===== src/rtl/i2c_pm_pkg.sv =====
package i2c_pm_pkg;
  localparam int PAGE_BYTES = 8;
  localparam int IDX_W      = $clog2(PAGE_BYTES);
  localparam int PAGE_W     = PAGE_BYTES * 8;

  typedef enum logic [2:0] {
    CMD_NONE    = 3'd0,
    CMD_START   = 3'd1,
    CMD_WRITE   = 3'd2,
    CMD_STOP    = 3'd3,
    CMD_RD_NACK = 3'd4,
    CMD_RD_ACK  = 3'd5
  } cmd_e;

  function automatic logic cmd_ok(input logic [2:0] c);
    return (c >= 3'd1) && (c <= 3'd5);
  endfunction
endpackage


===== src/rtl/i2c_pm_timer.sv =====
module i2c_pm_timer #(
  parameter int DIV_W = 11
) (
  input  logic             clk,
  input  logic             rst,
  input  logic             launch,
  input  logic             run,
  input  logic             stretch_en,
  input  logic             scl_s,
  input  logic [DIV_W-1:0] div,
  output logic             scl_low,
  output logic             slot_end,
  output logic             tick_a,
  output logic             tick_b
);
  localparam int CW = DIV_W + 1;

  logic [DIV_W-1:0] cnt;
  logic [CW-1:0]    half, quarter, cnt_x;
  logic             hold, advance;

  always_comb begin
    half     = ({1'b0, div} + CW'(1)) >> 1;
    quarter  = half >> 1;
    cnt_x    = {1'b0, cnt};
    // stretch: freeze in the high phase until the line is seen high
    hold     = stretch_en && !scl_s && (cnt_x > half);
    advance  = run && !hold;
    scl_low  = cnt_x < half;
    slot_end = advance && (cnt >= div);
    tick_a   = advance && (cnt_x == quarter);
    tick_b   = advance && (cnt_x == half + quarter);
  end

  always_ff @(posedge clk) begin
    if (rst)           cnt <= '0;
    else if (launch)   cnt <= '0;
    else if (slot_end) cnt <= '0;
    else if (advance)  cnt <= cnt + 1'b1;
  end

  // a slot always ends in its high phase
  p_end_in_high_r3: assert property (@(posedge clk) disable iff (rst)
    slot_end |-> !scl_low);
endmodule


===== src/rtl/i2c_pm_engine.sv =====
module i2c_pm_engine
  import i2c_pm_pkg::*;
(
  input  logic              clk,
  input  logic              rst,
  input  logic              launch,
  input  logic [2:0]        cmd,
  input  logic [IDX_W-1:0]  last_idx,
  input  logic [PAGE_W-1:0] page_in,
  input  logic              scl_low,
  input  logic              slot_end,
  input  logic              tick_a,
  input  logic              tick_b,
  input  logic              sda_s,
  output logic              busy,
  output logic              sda_rel,
  output logic              byte_we,
  output logic [IDX_W-1:0]  byte_idx,
  output logic [7:0]        byte_val,
  output logic              ack_we,
  output logic [IDX_W-1:0]  ack_idx,
  output logic              ack_val
);
  cmd_e             cmd_q;
  logic [IDX_W-1:0] last_q, bi;
  logic [3:0]       bt;
  logic [7:0]       shreg;
  logic             is_ack, is_wr, edge_cmd, wbit, mack, val_a, val_b;

  always_comb begin
    is_ack   = (bt == 4'd8);
    is_wr    = (cmd_q == CMD_WRITE);
    edge_cmd = (cmd_q == CMD_START) || (cmd_q == CMD_STOP);
    wbit     = page_in[{bi, ~bt[2:0]}];
    mack     = (cmd_q == CMD_RD_NACK) && (bi == last_q);
    unique case (cmd_q)
      CMD_START: begin val_a = 1'b1; val_b = 1'b0; end
      CMD_STOP:  begin val_a = 1'b0; val_b = 1'b1; end
      CMD_WRITE: begin val_a = is_ack | wbit; val_b = val_a; end
      default:   begin val_a = is_ack ? mack : 1'b1; val_b = val_a; end
    endcase
  end

  always_ff @(posedge clk) begin
    if (rst) begin
      busy <= 1'b0; sda_rel <= 1'b1; cmd_q <= CMD_NONE;
      last_q <= '0; bi <= '0; bt <= '0; shreg <= '0;
      byte_we <= 1'b0; byte_idx <= '0; byte_val <= '0;
      ack_we <= 1'b0; ack_idx <= '0; ack_val <= 1'b0;
    end else begin
      byte_we <= 1'b0;
      ack_we  <= 1'b0;
      if (launch) begin
        busy <= 1'b1; cmd_q <= cmd_e'(cmd); last_q <= last_idx;
        bi <= '0; bt <= '0;
      end else if (busy) begin
        if (tick_a) sda_rel <= val_a;
        if (tick_b) sda_rel <= val_b;
        if (slot_end) begin
          if (edge_cmd) begin
            busy <= 1'b0;
          end else if (is_ack) begin
            if (is_wr) begin
              ack_we <= 1'b1; ack_idx <= bi; ack_val <= ~sda_s;
            end
            bt <= '0;
            if (bi == last_q) busy <= 1'b0;
            else              bi <= bi + 1'b1;
          end else begin
            shreg <= {shreg[6:0], sda_s};
            if (bt == 4'd7 && !is_wr) begin
              byte_we <= 1'b1; byte_idx <= bi; byte_val <= {shreg[6:0], sda_s};
            end
            bt <= bt + 1'b1;
          end
        end
      end
    end
  end

  // a written bit holds steady on SDA while SCL is high
  p_data_steady_r5: assert property (@(posedge clk) disable iff (rst)
    (busy && is_wr && !scl_low && !launch) |=> $stable(sda_rel));
  // a primitive only finishes at a slot boundary
  p_done_at_slot_r2: assert property (@(posedge clk) disable iff (rst)
    $fell(busy) |-> $past(slot_end));
endmodule


===== src/rtl/i2c_page_master.sv =====
module i2c_page_master
  import i2c_pm_pkg::*;
#(
  parameter int DIV_W = 11
) (
  input  logic        clk,
  input  logic        rst,
  input  logic        reg_we,
  input  logic [1:0]  reg_addr,
  input  logic [31:0] reg_wdata,
  output logic [31:0] reg_rdata,
  input  logic        scl_i,
  output logic        scl_o,
  output logic        scl_oe,
  input  logic        sda_i,
  output logic        sda_o,
  output logic        sda_oe
);
  localparam int DIV_LSB = 16;

  logic                  pp, en, str_en, scl_s, sda_s;
  logic [DIV_W-1:0]      div;
  logic [2:0]            cmd_r;
  logic [IDX_W-1:0]      len_r;
  logic [PAGE_BYTES-1:0] ack_r;
  logic [PAGE_W-1:0]     page;
  logic                  busy, sda_rel, scl_low, slot_end, tick_a, tick_b;
  logic                  byte_we, ack_we, ack_val, launch, c1_wr, scl_pull, sda_pull;
  logic [IDX_W-1:0]      byte_idx, ack_idx;
  logic [7:0]            byte_val;
  logic [31:0]           c0_view, c1_view;

  assign c1_wr  = reg_we && (reg_addr == 2'd1);
  assign launch = c1_wr && reg_wdata[0] && !busy && en && cmd_ok(reg_wdata[6:4]);

  always_ff @(posedge clk) begin
    if (rst) begin
      pp <= 1'b0; en <= 1'b0; str_en <= 1'b0; div <= '0;
      cmd_r <= '0; len_r <= '0; ack_r <= '0; page <= '0;
      scl_s <= 1'b1; sda_s <= 1'b1;
    end else begin
      scl_s <= scl_i;
      sda_s <= sda_i;
      if (reg_we && reg_addr == 2'd0) begin
        pp <= reg_wdata[31]; div <= reg_wdata[DIV_LSB +: DIV_W];
        en <= reg_wdata[1];  str_en <= reg_wdata[0];
      end
      if (c1_wr && !busy) begin
        cmd_r <= reg_wdata[6:4]; len_r <= reg_wdata[8 +: IDX_W];
      end
      if (launch && reg_wdata[6:4] == CMD_WRITE) ack_r <= '0;
      else if (ack_we) ack_r[ack_idx] <= ack_val;
      if (reg_we && reg_addr == 2'd2) page[31:0]  <= reg_wdata;
      if (reg_we && reg_addr == 2'd3) page[63:32] <= reg_wdata;
      if (byte_we) page[{byte_idx, 3'b000} +: 8] <= byte_val;
    end
  end

  always_comb begin
    c0_view = '0;
    c0_view[31] = pp;
    c0_view[DIV_LSB +: DIV_W] = div;
    c0_view[3] = scl_s; c0_view[2] = sda_s; c0_view[1] = en; c0_view[0] = str_en;
    c1_view = '0;
    c1_view[16 +: PAGE_BYTES] = ack_r;
    c1_view[8 +: IDX_W] = len_r;
    c1_view[6:4] = cmd_r;
    c1_view[0] = busy;
  end

  always_ff @(posedge clk) begin
    if (rst) reg_rdata <= '0;
    else begin
      unique case (reg_addr)
        2'd0: reg_rdata <= c0_view;
        2'd1: reg_rdata <= c1_view;
        2'd2: reg_rdata <= page[31:0];
        default: reg_rdata <= page[63:32];
      endcase
    end
  end

  i2c_pm_timer #(.DIV_W(DIV_W)) u_timer (
    .clk(clk), .rst(rst), .launch(launch), .run(busy), .stretch_en(str_en),
    .scl_s(scl_s), .div(div), .scl_low(scl_low), .slot_end(slot_end),
    .tick_a(tick_a), .tick_b(tick_b));

  i2c_pm_engine u_engine (
    .clk(clk), .rst(rst), .launch(launch), .cmd(reg_wdata[6:4]),
    .last_idx(reg_wdata[8 +: IDX_W]), .page_in(page), .scl_low(scl_low),
    .slot_end(slot_end), .tick_a(tick_a), .tick_b(tick_b), .sda_s(sda_s),
    .busy(busy), .sda_rel(sda_rel), .byte_we(byte_we), .byte_idx(byte_idx),
    .byte_val(byte_val), .ack_we(ack_we), .ack_idx(ack_idx), .ack_val(ack_val));

  assign scl_pull = busy && scl_low;
  assign sda_pull = !sda_rel;
  assign scl_oe   = pp | scl_pull;
  assign scl_o    = pp & ~scl_pull;
  assign sda_oe   = pp | sda_pull;
  assign sda_o    = pp & ~sda_pull;

  // command writes during a primitive do not alter the stored command
  p_busy_ignore_r12: assert property (@(posedge clk) disable iff (rst)
    (busy && c1_wr) |=> ($stable(cmd_r) && $stable(len_r)));
  // a launched WRITE starts from an empty acknowledge field
  p_ack_clear_r6: assert property (@(posedge clk) disable iff (rst)
    (launch && reg_wdata[6:4] == CMD_WRITE) |=> (ack_r == '0));
  // in open-drain mode an idle master leaves SCL undriven
  p_idle_release_r10: assert property (@(posedge clk) disable iff (rst)
    (!pp && !busy) |-> !scl_oe);
endmodule


===== config.mk =====
export PLATFORM = sky130hd
export DESIGN_NAME = i2c_page_master
export DESIGN_NICKNAME = d
export VERILOG_FILES = /design/src/rtl/i2c_pm_pkg.sv /design/src/rtl/i2c_pm_timer.sv /design/src/rtl/i2c_pm_engine.sv /design/src/rtl/i2c_page_master.sv
export SDC_FILE = /design/constraint.sdc
export NUM_CORES = 1
export LEC_CHECK = 0
export BUFFER_PORTS_ARGS = -buffer_cell sky130_fd_sc_hd__buf_2
export CAP_MARGIN = 20
export CORE_MARGIN = 2
export CORE_UTILIZATION = 45
export DETAILED_ROUTE_END_ITERATION = 10
export PLACE_DENSITY_LB_ADDON = 0.25
export SLEW_MARGIN = 0
export SYNTH_ARGS = -nofsm -noshare
export SYNTH_HDL_FRONTEND = slang
export SYNTH_SLANG_ARGS = --single-unit
export TNS_END_PERCENT = 100

===== constraint.sdc =====
create_clock -name clk -period 4.7 [get_ports clk]
set_input_delay 0.235 -clock clk [delete_from_list [all_inputs] [get_ports clk]]
set_output_delay 0.235 -clock clk [all_outputs]
set_load 0.02 [all_outputs]

==> flow_summary_export.csv, run 1 <==
group,metric,value,unit
setup_path,cp_cell_sequence,"ha_2 > nand3_1 > nor4_1 > xnor2_1 > inv_1 > ha_1 > a21o_1 > a2111oi_0 > o31a_1 > o221ai_1 > nor3_1 > nand4_1 > nor3b_2 > mux2i_1 > o221ai_1",
yosys,async_flop_share,0,%
grt,grtUsageMet1,34.23,%
yosys,synthFlopType,"dfxtp_1",
grt,antenna_found_initial,0,
power,swShare,24.12,%
yosys,syn_nets,1178,
setup_path,worstSetupPathType,"register to register",
power,switching_power,0.8149,mW
clocking,h-tree-depth,4,
floorplan,die_h,152.9,um
routing,drc,0,
placement,place.gp.congestion,0.8678,
timing,rsz0062_at_grt,"no",
cells_and_area,syn2layout_area_growth,11.77,%
cells_and_area,fillCellCount,2046,
clocking,cts_tree,"built",
grt,gr-usage-met3,4.650,%
timing,relSlewSlack,28.83,%
min_path,min_path_type,"primary input to register",
timing,slew_violations,0,
routing,wl,28720,um
timing,fin_tns_setup,0,ps
grt,grt_pass1_wl,45930,um
clocking,cts_buffers,17,
routing,dr.pass1.iters,5,
power,p_leak,4.547,nW
setup_path,crit_top_cell,"o221ai_1",
routing,wl_per_cell,20.17,um
floorplan,initial_core_util,45.73,%
grt,grt_pass1_vias,8138,
floorplan,io-pin-count,75,
yosys,ys_seq_elements,176,
status,status,"finished clean",
clocking,post_cts_buffers,0,
clocking,clockRootBuffer,"clkbuf_16",
clocking,clkSlewWorstSetupHoldPaths,70,ps
timing,period_share,90.75,%
power,pwr-share-clk,45.7,%
power,p_total,3.378,mW
timing,max_freq,0.2345,GHz
clocking,clk_latency,430,ps
power,power_frac_seq,45.9,%
setup_path,worst-path-buf-inv,1,
routing,num_vias,8434,
routing,drtIter0Drc,601,
power,power.internal,2.563,mW
setup_path,startpoint_type,"register",
routing,ant_nets,0,
timing,setup_viol,0,
clocking,clock_path_buffers,2,
cells_and_area,drive_above_1_share,15.30,%
power,combPwrFrac,8.5,%
grt,grtUsageMet2,40.15,%
cells_and_area,layout.nets,1206,
floorplan,dieArea,0.02338,mm^2
yosys,synth.cell_area,0.009980,mm^2
cells_and_area,fin_util,51.11,%
power,peakVddDrop,0.2684,mV
setup_path,cp.arrival,4540,ps
grt,grt_max_degree,81,
routing,vias_per_cell,5.923,
timing,tightest_slew,1060,ps
timing,hold_viol,0,
setup_path,cp-end-kind,"register",
placement,dpl.hpwl,20130,um
grt,grtUsageTotal,24.62,%
clocking,clock-sinks,176,
grt,grt_overflow_total,0,
setup_path,critPathTopFamily,"simple AND/OR/NAND/NOR gates",
power,powerDensity,302.8,mW/mm^2
timing,skew,16.36,ps
yosys,synth_edf_count,0,
floorplan,die_width,152.9,um
setup_path,worst_path_max_delay_cell,"dfxtp_1",
timing,fin_crit,4265,ps
floorplan,core_area,0.02182,mm^2
yosys,syn_avg_cell_area,9.039,um^2
setup_path,cp.required,4970,ps
yosys,ys_warn_count,0,
placement,io_buffers,74,
yosys,synth.distinct_cells,72,
flow_run,drv_cap,0,
grt,grt_busiest_layer,"met2",
setup_path,cp_slowest_stage_delay,490,ps
yosys,syn_inst,1104,
yosys,ys_seq_area_share,35.31,%
cells_and_area,antennaDiodeCount,0,
setup_path,path_max_fanout,7,
floorplan,rows,54,
power groups by stage:
stage	sequential (mW)	clock [mW]	combinational, mW
final	1.55	1.54	0.286
after global routing	1.55	1.62	0.312
after CTS	1.55	1.56	0.283
after detailed placement	1.58	0	0.279
after global placement	1.58	0	0.278
after floorplan	1.58	0	0.191
path summary, 6_finish.rpt:
| check | endpoint | cells after the start | startpoint | slack (ps) |
|---|---|---|---|---|
| max | u_engine.sda_rel | 15 | div[1] | 430 |
| min | div[9] | 3 | reg_wdata[25] | 80 |
| max reg2reg | u_engine.sda_rel | 15 | div[1] | 430 |
| min reg2reg | str_en | 2 | str_en | 480 |
layer usage:
layer,up-vias,wire length (um)
met5,-,0
met3,34,1609
met2,277,13580
li1,4049,-
met1,4074,13140
met4,0,391
logic make-up after synthesis:
family	count (synthesis)	share of synthesized area (%)
AND/OR/NAND/NOR	324	15.63
AO/OA/AOI/OAI	244	16.40
flip-flops	176	35.31
multiplexers	159	18.77
buffers and inverters	121	4.927
XOR/XNOR	45	4.501
adder cells (fa/ha/maj)	35	4.463
cells in the final DEF, fill, tap and decap left out, types with 5 or more instances in the layout:
cell	netlist	routed
nand4_1	6	6
xor2_1	5	5
nor2b_1	13	13
xnor2_1	36	35
mux4_2	21	21
dfxtp_1	176	176
a22oi_1	16	16
a31oi_1	7	7
a211oi_1	63	63
and2_1	19	19
nand2_1	62	62
ha_1	34	33
buf_2	12	73
mux2_2	15	15
o21ai_0	15	15
clkbuf_16	0	17
o221ai_1	6	6
nand3_1	26	25
and3_1	6	6
nor2_1	136	136
inv_1	37	37
mux2i_1	123	123
nor4_1	6	6
o21a_1	6	6
buf_4	2	17
nand2b_1	5	5
a21oi_1	91	91
nor3_1	17	17
registers in the layout, indices dropped and copies added (netlist names), 4 cells and up:
name / count
reg_rdata: 32
page: 64
u_timer.cnt: 11
div: 11
u_engine.shreg: 7
u_engine.byte_val: 8
ack_r: 8
u_engine.bt: 4
through the flow:
stage	worst slack [ps]	hold slack, ps	cells	instance area, um^2
finish	434.9	77.87	1424	11150
global route	7.180	73.90	1424	11150
CTS	190.6	68.64	1423	11130
detailed placement	208.1	423.2	1390	10480
global placement	389.0	421.5	1390	10480
floorplan	784.1	338.8	1104	9980
timing repair:
item,CTS,global route
hold buffers,2,0
gates resized for setup,0,3
hold endpoints to repair,2,0
endpoints found under the setup margin,0,1
final cells by class:
| cell class | instances | area, um^2 | area share [%] |
|---|---|---|---|
| Clock inverter | 11 | 177.7 | 1.593 |
| Inverter | 38 | 142.6 | 1.279 |
| Clock buffer | 20 | 456.7 | 4.094 |
| Multi-Input combinational cell | 807 | 5991 | 53.71 |
| Sequential cell | 176 | 3523 | 31.59 |
| Tap cell | 280 | 350.3 | 3.141 |
| Timing Repair Buffer | 92 | 513.0 | 4.599 |
Yosys cell counts, types with 3 or more instances:
master | n | area, um^2
a2111oi_0 | 4 | 35.03
a211oi_1 | 63 | 473.0
a21oi_1 | 91 | 455.4
a22o_1 | 3 | 26.28
a22oi_1 | 16 | 120.1
a31oi_1 | 7 | 43.79
and2_1 | 19 | 118.9
and3_1 | 6 | 37.54
buf_1 | 7 | 26.28
buf_2 | 12 | 60.06
clkbuf_1 | 60 | 225.2
dfxtp_1 | 176 | 3523
ha_1 | 34 | 425.4
inv_1 | 37 | 138.9
mux2_2 | 15 | 168.9
mux2i_1 | 123 | 1231
mux4_2 | 21 | 473.0
nand2_1 | 62 | 232.7
nand2b_1 | 5 | 31.28
nand3_1 | 26 | 130.1
nand4_1 | 6 | 37.54
nand4b_1 | 4 | 35.03
nor2_1 | 136 | 510.5
nor2b_1 | 13 | 81.33
nor3_1 | 17 | 85.08
nor3b_1 | 5 | 37.54
nor4_1 | 6 | 37.54
o211ai_1 | 4 | 30.03
o21a_1 | 6 | 45.04
o21ai_0 | 15 | 75.07
o221ai_1 | 6 | 52.55
or2_2 | 3 | 18.77
or3_1 | 4 | 25.02
xnor2_1 | 36 | 315.3
xnor3_1 | 4 | 90.09
xor2_1 | 5 | 43.79
worst min-delay path, stage by stage:
cell     delay (ps)
buf_2           120
nand2_1          50
a21oi_1          50
Power figures use the tool's default switching activity.
==> run 2, diff against run 1 <==
==> constraint.sdc (replaced) <==
create_clock -name clk -period 4.9 [get_ports clk]
set_input_delay 0.245 -clock clk [delete_from_list [all_inputs] [get_ports clk]]
set_output_delay 0.245 -clock clk [all_outputs]
set_load 0.02 [all_outputs]
==> run 2 against run 1 <==
Clock power shrank 12%. Routed wire length is 2.2% lower. Core utilization shrank 0.45 points. Worst hold slack got worse by 12 ps. Combinational power down 6%. Register-to-register slack gained 40 ps. Sequential power fell by 4%. Die area unchanged. Design area fell by 0.87%. Highest routed layer unchanged.
==> flow_summary_export.csv, run 2 (synthesis results as in run 1) <==
group,metric,value,unit
floorplan,die_width,152.9,um
clocking,clk_latency,440,ps
status,status,"finished clean",
timing,fin_tns_setup,0,ps
cells_and_area,syn2layout_area_growth,10.80,%
cells_and_area,largestRegisters,"page (64), reg_rdata (32)",
cells_and_area,mostFrequentLayoutCell,"dfxtp_1",
clocking,clock_path_buffers,2,
clocking,clkSlewWorstSetupHoldPaths,70,ps
power,p_leak,4.518,nW
clocking,clockRootBuffer,"clkbuf_16",
timing,setup_viol,0,
clocking,ctsResizeCount,0,
floorplan,die_h,152.9,um
routing,drtIter0Drc,613,
cells_and_area,drive_above_1_share,14.90,%
cells_and_area,regMostFlops,"page",
floorplan,rows,54,
cells_and_area,largest_reg_flops,64,
clocking,clock-sinks,176,
setup_path,worstReg2RegEnd,"u_engine.sda_rel",
placement,io_buffers,74,
floorplan,initial_core_util,45.73,%
routing,num_vias,8421,
timing,hold_viol,0,
setup_path,worstRegToRegCells,16,
grt,grt_pass1_vias,7921,
timing,rsz0062_at_grt,"no",
power,swShare,25.84,%
floorplan,dieArea,0.02338,mm^2
timing,period_share,90.26,%
flow_run,drv_cap,0,
cells_and_area,final_cell_mix,"dfxtp_1 (176), nor2_1 (136), mux2i_1 (123)",
power,switching_power,0.8050,mW
power,peakVddDrop,0.2410,mV
placement,dpl.hpwl,19740,um
cells_and_area,postLayoutCellArea,0.01106,mm^2
grt,grt_pass1_wl,44270,um
power,p_total,3.115,mW
grt,grtUsageTotal,23.82,%
routing,ant_nets,0,
grt,grt_max_degree,71,
setup_path,reg2reg_slack,480,ps
cells_and_area,fillCellCount,2084,
power,power.internal,2.310,mW
cells_and_area,antennaDiodeCount,0,
min_path,min_delay_worst_endpoint,"div[7]",
timing,max_freq,0.2261,GHz
setup_path,worst_path_max_delay_cell,"xnor2_1",
setup_path,cp_slowest_stage_delay,420,ps
routing,vias_per_cell,5.926,
routing,wl,28100,um
placement,dpl_cell_area,0.01046,mm^2
timing,fin_crit,4423,ps
power,pwr-share-clk,43.6,%
floorplan,io-pin-count,75,
timing,tightest_slew,1043,ps
grt,grt_overflow_total,0,
placement,place.gp.congestion,0.9035,
routing,drc,0,
cells_and_area,regArea,0.003523,mm^2
clocking,cts_tree,"built",
power,powerDensity,281.7,mW/mm^2
setup_path,cp-end-kind,"register",
routing,wl_per_cell,19.78,um
setup_path,startpoint_type,"register",
setup_path,cp_cell_sequence,"ha_1 > xnor2_1 > inv_1 > ha_1 > inv_1 > fa_1 > nand2b_1 > mux2i_1 > a311o_1 > a221o_1 > a2111oi_1 > xnor2_1 > nand4_1 > nor3b_1 > mux2i_1 > o221ai_1",
setup_path,path_max_fanout,7,
power,combPwrFrac,8.7,%
min_path,hp-start,"reg_wdata[23]",
floorplan,core_area,0.02182,mm^2
cells_and_area,layout.nets,1203,
clocking,cts_buffers,17,
setup_path,cp.arrival,4700,ps
min_path,min_path_cells,3,
timing,relSlewSlack,30.24,%
min_path,min_path_type,"primary input to register",
timing,slew_violations,0,
setup_path,worstSetupPathType,"register to register",
grt,antenna_found_initial,0,
cells_and_area,multi_input_area,0.005976,mm^2
power,power_frac_seq,47.7,%
routing,dr.pass1.iters,5,
setup_path,cp.required,5180,ps
setup_path,worst_r2r_startpoint,"div[0]",
timing,skew,13.18,ps
clocking,h-tree-depth,4,
-- run 2: cell types whose count changed in the layout (fill, tap and decap cells not counted), moves of 2 or more --
cell	before	now
clkinvlp_4	3	0
clkinv_2	0	2
bufinv_16	4	1
inv_6	2	6
buf_4	17	14
-- run 2: critical path: cells and delay by family (launching register included) --
kind	cells	cell delay, ps
AOI/OAI and AO/OA	4	1240
xor gates and xnor gates	2	590
adders and majority gates	3	820
buffers and inverters	2	190
DFF	1	400
muxes	2	310
and+or+nand+nor	3	730
-- run 2: worst max-delay path by stage --
| stage | cells past startpoint | endpoint | slack (ps) | start |
|---|---|---|---|---|
| floorplan | 16 | u_engine.sda_rel | 980 | div[0] |
| global placement | 16 | u_engine.sda_rel | 670 | div[0] |
| detailed placement | 16 | u_engine.sda_rel | 540 | div[0] |
| CTS | 16 | u_engine.sda_rel | 520 | div[0] |
| global route | 15 | u_engine.sda_rel | 170 | div[0] |
| finish | 16 | u_engine.sda_rel | 480 | div[0] |
-- run 2: cell type report --
| cell class | count | share of cell area, % |
|---|---|---|
| clock buffer | 19 | 4.096 |
| sequential | 176 | 31.87 |
| tap | 280 | 3.168 |
| clock inverter | 12 | 1.098 |
| timing repair buffer | 89 | 4.436 |
| multi-input combinational | 807 | 54.05 |
| inverter | 38 | 1.290 |
-- run 2: power by group through the flow --
stage	registers (mW)	logic [mW]	clock network (mW)
floorplan	1.51	0.183	0
global placement	1.52	0.265	0
detailed placement	1.52	0.266	0
CTS	1.49	0.269	1.38
global route	1.49	0.294	1.43
finish	1.49	0.270	1.36
-- run 2: metal layers --
metal	up-vias	share of wire, %	track usage [%]
met4	0	2.0	7.363
met2	263	47	38.14
li1	4048	-	-
met3	43	5.0	3.261
met1	4067	46	33.49
met5	-	0	0
-- run 2: stage by stage --
stage	hold slack, ps	instances	worst slack [ps]	utilization (%)
2_1_floorplan	348.8	1104	984.1	-
3_3_place_gp	432.5	1388	672.2	47.94
3_5_place_dp	433.3	1388	542.7	47.94
4_1_cts	62.15	1421	524.3	50.67
5_1_grt	75.24	1421	171.0	50.67
6_report	66.20	1421	477.5	50.67
-- run 2: repair_timing --
item                                   4_1_cts  5_1_grt
setup buffers                                0        0
endpoints found under the hold margin        2        0
hold buffers                                 2        0
==> run 3, diff against run 2 <==
--- a/config.mk
+++ b/config.mk
@@ -6,11 +6,11 @@
 export NUM_CORES = 1
 export LEC_CHECK = 0
 export BUFFER_PORTS_ARGS = -buffer_cell sky130_fd_sc_hd__buf_2
-export CAP_MARGIN = 20
 export CORE_MARGIN = 2
 export CORE_UTILIZATION = 45
 export DETAILED_ROUTE_END_ITERATION = 10
 export PLACE_DENSITY_LB_ADDON = 0.25
+export RECOVER_POWER = 100
 export SLEW_MARGIN = 0
 export SYNTH_ARGS = -nofsm -noshare
 export SYNTH_HDL_FRONTEND = slang
==> run 3 against run 2 <==
The run now ends with capacitance limit, slew limit left. Clock skew hardly changed. Critical endpoint unchanged. Sequential cell count stayed put. Worst setup slack better by 9.1 ps. Core utilization is 0.41 points lower. Routed wire length is 0.13% higher.
==> flow_summary_export.csv, run 3 (synthesis results as in run 1) <==
group,metric,value,unit
status,status,"finished, violations left",
status,failed_checks,"capacitance limit, slew limit",
min_path,min_path_type,"primary input to register",
cells_and_area,fillCellCount,2116,
cells_and_area,largest_reg_flops,64,
timing,setup_viol,0,
routing,wl_per_cell,19.80,um
routing,m1WireLength,12990,um
routing,num_vias,8453,
routing,vias_per_cell,5.949,
placement,io_buffers,74,
floorplan,core_area,0.02182,mm^2
floorplan,die_width,152.9,um
timing,fin_hold_ws,71.30,ps
setup_path,worst_path_max_delay_cell,"xnor2_1",
clocking,cts_tree,"built",
grt,antenna_found_initial,0,
routing,drc,0,
clocking,h-tree-depth,4,
clocking,ctsResizeCount,0,
clocking,clock_path_buffers,2,
placement,dpl_cell_area,0.01046,mm^2
grt,grt_pass1_vias,7921,
setup_path,cp.arrival,4690,ps
cells_and_area,regMostFlops,"page",
timing,rsz0062_at_grt,"no",
routing,dr_wl_met3,1538,um
placement,dpl.hpwl,19740,um
clocking,clk_latency,440,ps
setup_path,worstSetupPathType,"register to register",
timing,fin_tns_setup,0,ps
cells_and_area,final_cell_mix,"dfxtp_1 (176), nor2_1 (136), mux2i_1 (123)",
timing,relSlewSlack,-68.82,%
floorplan,rows,54,
timing,max_freq,0.2266,GHz
clocking,clkSlewWorstSetupHoldPaths,70,ps
routing,dr.pass1.iters,5,
setup_path,cp.required,5180,ps
cells_and_area,drive_above_1_share,11.04,%
cells_and_area,syn2layout_area_growth,9.905,%
placement,place.gp.congestion,0.9035,
power,powerDensity,283.9,mW/mm^2
setup_path,path_max_fanout,7,
flow_run,drv_cap,2,
power,peakVddDrop,0.2387,mV
grt,grt_pass1_wl,44270,um
timing,hold_viol,0,
timing,slew_violations,45,
setup_path,cp-end-kind,"register",
cells_and_area,largestRegisters,"page (64), reg_rdata (32)",
floorplan,die_h,152.9,um
routing,drtIter0Drc,625,
grt,grt_overflow_total,0,
cells_and_area,postLayoutCellArea,0.01097,mm^2
timing,skew,13.40,ps
grt,grt_max_degree,71,
clocking,cts_buffers,17,
cells_and_area,antennaDiodeCount,0,
timing,period_share,90.07,%
timing,tightest_slew,2532,ps
cells_and_area,fin_util,50.26,%
clocking,clock-sinks,176,
setup_path,cp_slowest_stage_delay,420,ps
timing,fin_crit,4413,ps
cells_and_area,mostFrequentLayoutCell,"dfxtp_1",
clocking,clockRootBuffer,"clkbuf_16",
routing,top_layer,"met4",
floorplan,dieArea,0.02338,mm^2
power,p_leak,4.354,nW
grt,grtUsageTotal,23.82,%
setup_path,startpoint_type,"register",
cells_and_area,layout.nets,1203,
floorplan,io-pin-count,75,
routing,wl,28140,um
setup_path,cp_cell_sequence,"ha_1 > xnor2_1 > inv_1 > ha_1 > inv_1 > fa_1 > nand2b_1 > mux2i_1 > a311o_1 > a221o_1 > a2111oi_1 > xnor2_1 > nand4_1 > nor3b_1 > mux2i_1 > o221ai_1",
routing,ant_nets,0,
floorplan,initial_core_util,45.73,%
power,p_total,3.113,mW
routing,met2_wirelength,13070,um
[run 3: layout make-up]
class | instances | area (um^2) | share of cell area [%]
Sequential cell | 176 | 3523 | 32.12
Multi-Input combinational cell | 807 | 5946 | 54.21
Tap cell | 280 | 350.3 | 3.194
Clock buffer | 19 | 452.9 | 4.130
Clock inverter | 12 | 121.4 | 1.107
Inverter | 38 | 142.6 | 1.300
Timing Repair Buffer | 89 | 431.7 | 3.936
[run 3: metrics by stage]
| step | worst slack, ps | cells |
|---|---|---|
| global route | 170.7 | 1421 |
| global placement | 672.2 | 1388 |
| detailed placement | 542.7 | 1388 |
| finish | 486.5 | 1421 |
| floorplan | 984.1 | 1104 |
| CTS | 524.3 | 1421 |
[run 3: path summary, 6_finish.rpt]
path | startpoint | to | slack [ps] | depth (start not counted)
worst max-delay path | div[0] | u_engine.sda_rel | 490 | 16
worst min register to register | str_en | str_en | 480 | 2
worst min-delay path | reg_wdata[23] | div[7] | 70 | 3
worst max register to register | div[0] | u_engine.sda_rel | 490 | 16
[run 3: report_power, final]
part           internal [mW]  leakage, nW  total [mW]  switching [mW]
sequential              1.46         1.43        1.49          0.0268
clock                  0.738        0.287        1.36           0.620
combinational          0.112         2.64       0.269           0.157
[run 3: timing repair]
item,CTS,global route
buffers inserted,0,0
hold buffers,2,0
endpoints found under the hold margin,2,0
[run 3: critical path: cells and delay by family (launching register included)]
family | cells | cell delay [ps]
compound gates | 4 | 1240
xor+xnor | 2 | 590
fa+ha+maj | 3 | 810
buf+inv | 2 | 190
flops | 1 | 400
mux | 2 | 310
simple gates | 3 | 700
[run 3: routing by layer]
metal / vias to the layer above / global-route usage, %
met5: - / 0
met4: 0 / 7.363
met3: 42 / 3.261
met2: 309 / 38.14
met1: 4048 / 33.49
li1: 4054 / -
